$ cat src/rtl/fault_guard_pkg.sv
// Shared types for the address/stack fault detector.
// Assumes: consumers only OR the cause bits together.
package fault_guard_pkg;
    typedef struct packed {
        logic misalign;     // word access at odd address
        logic out_of_data;  // address outside the implemented data window
    } data_fault_t;

    typedef struct packed {
        logic beyond_prog;  // target above implemented program memory
        logic in_vector;    // target inside the vector area
    } pc_fault_t;

    typedef struct packed {
        logic over_limit;   // pointer above the programmed limit
        logic under_floor;  // pointer below the fixed floor
    } stack_fault_t;
endpackage

$ cat src/rtl/data_access_chk.sv
// Combinational data access checker: flags odd word addresses and
// addresses outside [DATA_LO, DATA_HI].
// Assumes: DATA_LO <= DATA_HI and both fit in ADDR_W bits.
module data_access_chk
    import fault_guard_pkg::*;
#(
    parameter int unsigned ADDR_W  = 16,
    parameter int unsigned DATA_LO = 32'h0040,
    parameter int unsigned DATA_HI = 32'h27FF
) (
    input  logic              vld,
    input  logic [ADDR_W-1:0] addr,
    input  logic              word,
    output data_fault_t       flt
);
    localparam logic [ADDR_W-1:0] LO = DATA_LO[ADDR_W-1:0];
    localparam logic [ADDR_W-1:0] HI = DATA_HI[ADDR_W-1:0];
    localparam bit HAS_LOW_GAP  = (DATA_LO != 0);
    localparam bit HAS_HIGH_GAP = (DATA_HI < (2 ** ADDR_W) - 1);

    logic below, above;

    // Lower window bound: only built when space exists below the window.
    generate
        if (HAS_LOW_GAP) begin : g_low
            assign below = (addr < LO);
        end else begin : g_nolow
            assign below = 1'b0;
        end
    endgenerate

    // Upper window bound: only built when space exists above the window.
    generate
        if (HAS_HIGH_GAP) begin : g_high
            assign above = (addr > HI);
        end else begin : g_nohigh
            assign above = 1'b0;
        end
    endgenerate

    // Cause bits; byte accesses skip the alignment test.
    always_comb begin
        flt.misalign    = vld & word & addr[0];
        flt.out_of_data = vld & (below | above);
    end
endmodule

$ cat src/rtl/pc_target_chk.sv
// Combinational program-flow target checker: flags targets above
// PROG_HI and targets inside [VEC_LO, VEC_HI].
// Assumes: VEC_LO <= VEC_HI <= PROG_HI.
module pc_target_chk
    import fault_guard_pkg::*;
#(
    parameter int unsigned PC_W    = 24,
    parameter int unsigned PROG_HI = 32'h007FFF,
    parameter int unsigned VEC_LO  = 32'h000004,
    parameter int unsigned VEC_HI  = 32'h00007F
) (
    input  logic            vld,
    input  logic [PC_W-1:0] pc,
    output pc_fault_t       flt
);
    localparam logic [PC_W-1:0] PHI = PROG_HI[PC_W-1:0];
    localparam logic [PC_W-1:0] VLO = VEC_LO[PC_W-1:0];
    localparam logic [PC_W-1:0] VHI = VEC_HI[PC_W-1:0];

    logic vec_lo_ok;

    // Vector lower bound: trivially met when the area starts at zero.
    generate
        if (VEC_LO != 0) begin : g_vlo
            assign vec_lo_ok = (pc >= VLO);
        end else begin : g_vzero
            assign vec_lo_ok = 1'b1;
        end
    endgenerate

    // Cause bits for a presented target.
    always_comb begin
        flt.beyond_prog = vld & (pc > PHI);
        flt.in_vector   = vld & vec_lo_ok & (pc <= VHI);
    end
endmodule

$ cat src/rtl/stack_bound_chk.sv
// Stack pointer bound checker with its software-loaded limit register.
// The limit resets to all ones; a write lands at the clock edge, so
// an update in the same cycle is compared with the old limit.
// Assumes: SP_FLOOR fits in ADDR_W bits and is non-zero.
module stack_bound_chk
    import fault_guard_pkg::*;
#(
    parameter int unsigned ADDR_W   = 16,
    parameter int unsigned SP_FLOOR = 32'h0800
) (
    input  logic              clk,
    input  logic              rst_n,
    input  logic              vld,
    input  logic [ADDR_W-1:0] sp,
    input  logic              lim_wr,
    input  logic [ADDR_W-1:0] lim_wdata,
    output stack_fault_t      flt
);
    localparam logic [ADDR_W-1:0] FLOOR = SP_FLOOR[ADDR_W-1:0];

    logic [ADDR_W-1:0] lim_q;

    // Limit register: reset to maximum, load on software write.
    always_ff @(posedge clk) begin
        if (!rst_n)      lim_q <= '1;
        else if (lim_wr) lim_q <= lim_wdata;
    end

    // Two-sided bound comparison against the current limit.
    always_comb begin
        flt.over_limit  = vld & (sp > lim_q);
        flt.under_floor = vld & (sp < FLOOR);
    end
endmodule

$ cat src/rtl/mem_fault_guard.sv
// Top of the address/stack fault detector. Merges the data and program
// checks into one registered address-error pulse and the stack checks
// into a registered stack-error pulse, each one clock after the cause.
// Assumes: strobes are single-cycle qualifiers of their value buses.
module mem_fault_guard
    import fault_guard_pkg::*;
#(
    parameter int unsigned ADDR_W   = 16,
    parameter int unsigned PC_W     = 24,
    parameter int unsigned DATA_LO  = 32'h0040,
    parameter int unsigned DATA_HI  = 32'h27FF,
    parameter int unsigned PROG_HI  = 32'h007FFF,
    parameter int unsigned VEC_LO   = 32'h000004,
    parameter int unsigned VEC_HI   = 32'h00007F,
    parameter int unsigned SP_FLOOR = 32'h0800
) (
    input  logic              clk,
    input  logic              rst_n,
    input  logic              dacc_vld,
    input  logic [ADDR_W-1:0] dacc_addr,
    input  logic              dacc_word,
    input  logic              pc_vld,
    input  logic [PC_W-1:0]   pc_addr,
    input  logic              sp_vld,
    input  logic [ADDR_W-1:0] sp_val,
    input  logic              lim_wr,
    input  logic [ADDR_W-1:0] lim_wdata,
    output logic              addr_err,
    output logic              stk_err
);
    data_fault_t  d_flt;
    pc_fault_t    p_flt;
    stack_fault_t s_flt;

    data_access_chk #(
        .ADDR_W (ADDR_W),
        .DATA_LO(DATA_LO),
        .DATA_HI(DATA_HI)
    ) u_data (
        .vld (dacc_vld),
        .addr(dacc_addr),
        .word(dacc_word),
        .flt (d_flt)
    );

    pc_target_chk #(
        .PC_W   (PC_W),
        .PROG_HI(PROG_HI),
        .VEC_LO (VEC_LO),
        .VEC_HI (VEC_HI)
    ) u_pc (
        .vld(pc_vld),
        .pc (pc_addr),
        .flt(p_flt)
    );

    stack_bound_chk #(
        .ADDR_W  (ADDR_W),
        .SP_FLOOR(SP_FLOOR)
    ) u_stack (
        .clk      (clk),
        .rst_n    (rst_n),
        .vld      (sp_vld),
        .sp       (sp_val),
        .lim_wr   (lim_wr),
        .lim_wdata(lim_wdata),
        .flt      (s_flt)
    );

    // Register the merged cause bits into the two trap pulses.
    always_ff @(posedge clk) begin
        if (!rst_n) begin
            addr_err <= 1'b0;
            stk_err  <= 1'b0;
        end else begin
            addr_err <= (|d_flt) | (|p_flt);
            stk_err  <= |s_flt;
        end
    end
endmodule

$ cat config.mk
export PLATFORM = sky130hd
export DESIGN_NAME = mem_fault_guard
export DESIGN_NICKNAME = d
export VERILOG_FILES = /design/src/rtl/fault_guard_pkg.sv /design/src/rtl/data_access_chk.sv /design/src/rtl/pc_target_chk.sv /design/src/rtl/stack_bound_chk.sv /design/src/rtl/mem_fault_guard.sv
export SDC_FILE = /design/constraint.sdc
export NUM_CORES = 1
export LEC_CHECK = 0
export BUFFER_PORTS_ARGS = -buffer_cell sky130_fd_sc_hd__buf_4
export CAP_MARGIN = 20
export CORE_MARGIN = 4
export CORE_UTILIZATION = 25
export DETAILED_ROUTE_END_ITERATION = 12
export MAX_ROUTING_LAYER = met4
export PLACE_DENSITY = 0.52
export SETUP_SLACK_MARGIN = 0.2
export SYNTH_ARGS = -nofsm -noshare
export SYNTH_HDL_FRONTEND = slang
export SYNTH_SLANG_ARGS = --single-unit
$ cat constraint.sdc
create_clock -name clk -period 4.3 [get_ports clk]
set_input_delay 0.43 -clock clk [delete_from_list [all_inputs] [get_ports clk]]
set_output_delay 0.43 -clock clk [all_outputs]
set_load 0.005 [all_outputs]
======== Yosys cells after proc, flatten, opt, wreduce, memory -nomap -nowiden ========
Cells that the tools add are included.
storage, ports and cells
  output and inout bits ................... 2
  register bits ........................... 18
  input bits .............................. 79
  word-level logic and storage cells ...... 23
operators by class
  reductions and logical operators ........ 3
  order comparisons ....................... 7
  bitwise logic cells ..................... 10
operators with widths
  cell                                                                number
  greater-or-equal comparator 24 x 3 -> 1 bit, second input constant  1
  greater-than comparator 24 x 15 -> 1 bit, second input constant     1
  <= comparator 24 x 7 -> 1 bit, second input constant                1
  greater-than comparator 16 x 14 -> 1 bit, second input constant     1
  greater-than comparator 16 bit                                      1
  < comparator 16 x 12 -> 1 bit, second input constant                1
  < comparator 16 x 7 -> 1 bit, second input constant                 1
  AND 1 bit                                                           8
  OR reduction 2 bit                                                  3
  bitwise OR 1 bit                                                    2

======== Logic depth before layout (Yosys ltp) ========
  depth in word-level cells ............... 5
  mapped depth ............................ 6

======== Modules after synthesis ========
Synthesis repeated with hierarchy kept, for this count alone.
second synthesis, totals
  cell total of the unflattened synthesis .. 133
  area total of the unflattened synthesis .. 1112.3 um^2
modules (own cells, without submodules)
  module           seq. area each (um^2)  area an instance (um^2)  times used  cells each
  stack_bound_chk  320.3                  934.6                    1           112
  pc_target_chk    0.0                    75.1                     1           11
  mem_fault_guard  40.0                   58.8                     1           4
  data_access_chk  0.0                    43.8                     1           6

======== Worst setup path before layout ========
No wires, ideal clock.
  path type ............................... input -> register
  start point ............................. in sp_val[15]
  end point ............................... reg stk_err
  setup time .............................. 0.120 ns
  arrival ................................. 1.523 ns
  required time ........................... 4.180 ns
  stages on the path ...................... 5
  path buffers ............................ 0
  setup slack ............................. 2.657 ns
  path through ............................ ha_1 -> nand4_1 -> o21ai_0 -> or3_1 -> o31a_1
between the ends
  word-level cells in the longest chain between the ends .. 3
  elaborated cells between the ends (all ways) .. 5
  classes of those cells .................. 2 x order compare; 2 x bitwise; 1 x reduce/logical
ends and longest elaborated chain
  element                                                                                 RTL line                                      text
  start: declaration                                                                      mem_fault_guard.sv:25                         input logic [ADDR_W-1:0] sp_val,
  < comparator 16 x 12 -> 1 bit / greater-than comparator 16 bit (equally long branches)  stack_bound_chk.sv:32, stack_bound_chk.sv:31
  AND 1 bit, on equally long branches                                                     stack_bound_chk.sv:32, stack_bound_chk.sv:31
  OR reduction 2 bit *                                                                    mem_fault_guard.sv:77                         stk_err <= |s_flt;
  end signal: assignment                                                                  mem_fault_guard.sv:77
  end: declaration                                                                        mem_fault_guard.sv:29                         output logic stk_err
Mark *: on every way between the ends. The rest lies on a longest branch, timed or not.
A chain may end at the register's enable or synchronous reset.

======== Worst setup path after layout ========
  start point ............................. reg u_stack.lim_q[15]
  end point ............................... reg stk_err
between the ends
  word-level cells in the longest chain between the ends .. 3
ends and longest elaborated chain
  element                         RTL line               text
  start: declaration              stack_bound_chk.sv:21  logic [ADDR_W-1:0] lim_q;
  start signal: assignment        stack_bound_chk.sv:26  else if (lim_wr) lim_q <= lim_wdata;
  greater-than comparator 16 bit  stack_bound_chk.sv:31  flt.over_limit = vld & (sp > lim_q);
  AND 1 bit                       stack_bound_chk.sv:31
  OR reduction 2 bit              mem_fault_guard.sv:77
No other way between the ends.

==> flow_summary.toml <==
[floorplanning]
fp.dieW_microns = 74.6
initial_core_util_pct = 26.8
die_area_sq_um = 5560
core.rowCount = 23
coreArea_sq_um = 4140
io_pins = 81
die_height_microns = 74.6

[grt]
grt_pass1_wl_mm = 5.40
antenna_found_initial = 0
track_usage_pct = 12.8
overflow = 0
grt_pass1_vias = 1344
grt_start_max_net_pins = 32

[synth]
synth_area_leaders = "dfxtp_1 (33%), ha_1 (18%), o211ai_1 (12%)"
synth_async_sr_flop_share_pct = 0
synthCells = 134
ys_types = 31
synth_seq_cells = 18
synth_area_sq_um = 1110
synth-main-ff-cell = "dfxtp_1"
syn_nets = 229
synth_top_area_share_pct = 32.5
synth_edf_count = 0
ys_warn_count = 0
ys_seq_area_share_pct = 32.5
yosysTopAreaCell = "dfxtp_1"
synth.avg_cell_area_sq_um = 8.27

[clocking]
cts.sinks = 18
cts_resized = 0
cts_tree = "yes"
clock_latency_ns = 0.25
post_cts_buffers = 0
holdBufCountCts = 0
path_clk_slew_ns = 0.07
cts_root_buf = "clkbuf_8"
cts.htree.levels = 1
cts_buffers = 3
clockBufferDepth = 2

[critical_path]
crit_path_start_kind = "flop"
endpoint_kind = "flop"
cp_slowest_cell = "nor4_2"
critical_path.top_delay_family = "simple AND/OR/NAND/NOR gates"
worstPathMaxFanout = 4
cpPeakStageDelay_ns = 0.39
cp_cell_sequence = "inv_1 -> ha_1 -> nand4_1 -> nor4_2 -> a21boi_0 -> o31a_1"
required_ns = 4.50
cp.arrival_ns = 1.91
critical_path_class = "flop to flop"
cp.buffers_inverters = 1

[routing]
antenna_left = 0
dr.pass1.iters = 6
drc_errors = 0
wl_mm = 3.20
routedWlPerCell_microns = 12.5
vias_per_cell = 4.78
vias = 1224
drt-initial-drc-count = 22

[power]
p_leak_nw = 0.916
powerDensity_nw_per_um2 = 247
vdd_drop_max_mv = 0.0861
power_mw = 0.433

[final_layout]
postLayoutCellArea_sq_um = 1760
fin_nets = 302
postLayoutCoreUtil_pct = 42.4
finalNonFillerCells = 256
diodes = 0
syn_to_final_growth_pct = 58.4
drive_gt1_share_pct = 38.8

[worst_hold_path]
hold_class = "input port to flop"

[sta]
clock-skew-final_ns = 0.00405
layout_min_cycle_time_ns = 1.70
tns_ns = 0
setup_viol = 0
hold_viol = 0
hold-worst-slack_ns = 0.386
slew_violations = 0
rsz0062_at_grt = "no"
worst_pin_slew_ns = 0.423
period_share_pct = 39.6
fin_ws_ns = 2.60
slew_headroom_pct = 71.1
max_freq_mhz = 587

[place]
placed_cell_area_sq_um = 1700
dp_cells = 252
place_congestion = 0.858
dp_slack_ns = 2.36
dp_hpwl_mm = 2.65
io_buffers = 73

[status]
status = "finished, final reports clean"

[run]
max_cap_violations = 0
## worst register-to-register path, stage by stage (launching register included)
cell	delay [ns]
dfxtp_1	0.31
inv_1	0.05
ha_1	0.30
nand4_1	0.20
nor4_2	0.39
a21boi_0	0.24
o31a_1	0.15
## where the power goes
group	switching, mW	leakage, nW	internal [mW]
Clock	0.0591	0.0288	0.0814
Sequential	0.00272	0.150	0.178
Combinational	0.0455	0.737	0.0660
Total	0.107	0.916	0.325
## layout by cell type, fill, tap and decap left out, types with 4 or more instances in the layout
cell type and n:
o211ai_1 17, nor3_1 5, ha_1 16, clkbuf_8 4, a21oi_1 6, inv_1 16, dfxtp_1 18, nand2_1 22
buf_4 73
## Yosys cell counts (2+ instances only)
cell type and count:
nor3_1 5, o211ai_1 17, or4_1 3, inv_1 16, dfxtp_1 18, nand4_1 2
nand3_1 2, a21oi_1 6, o21ai_0 3, clkbuf_1 4, nor2_1 2, ha_1 16
nand2_1 22
## path summary, 6_finish.rpt
kind	from	to	slack, ns	cells after the start
setup / recovery	u_stack.lim_q[15]	stk_err	2.60	6
hold reg to reg	u_stack.lim_q[2]	u_stack.lim_q[2]	0.48	2
setup reg to reg	u_stack.lim_q[15]	stk_err	2.60	6
hold / removal	lim_wdata[15]	u_stack.lim_q[15]	0.39	3
## per-layer routing
layer / up-vias / routed length [microns] / track usage [%]
met3: 0 / 363 / 2.84
met1: 528 / 1390 / 14.9
met4: 0 / 0 / 3.56
met2: 68 / 1450 / 22.1
met5: - / 0 / -
li1: 628 / - / -
## registers in the layout, indices dropped and copies added, names as in the netlist
name / cells
u_stack.lim_q: 16
addr_err: 1
stk_err: 1
## final cells by class
type,instances,area (sq um)
Clock buffer,4,55.1
Fill cell,433,2390
Inverter,16,60.1
Multi-Input combinational cell,95,669
Sequential cell,18,360
Tap cell,50,62.6
Timing Repair Buffer,73,548
## cells by family (layout without fill, tap and decap cells)
logic type / after synthesis / in the layout / synth area share, %
simple gates: 42 / 42 / 19.1
compound gates: 36 / 36 / 22.3
buf+inv: 21 / 93 / 7.11
flops: 18 / 18 / 32.5
fa+ha+maj: 16 / 16 / 18.1
mux: 1 / 1 / 0.903
No activity file was read; power rests on OpenSTA's default activity.
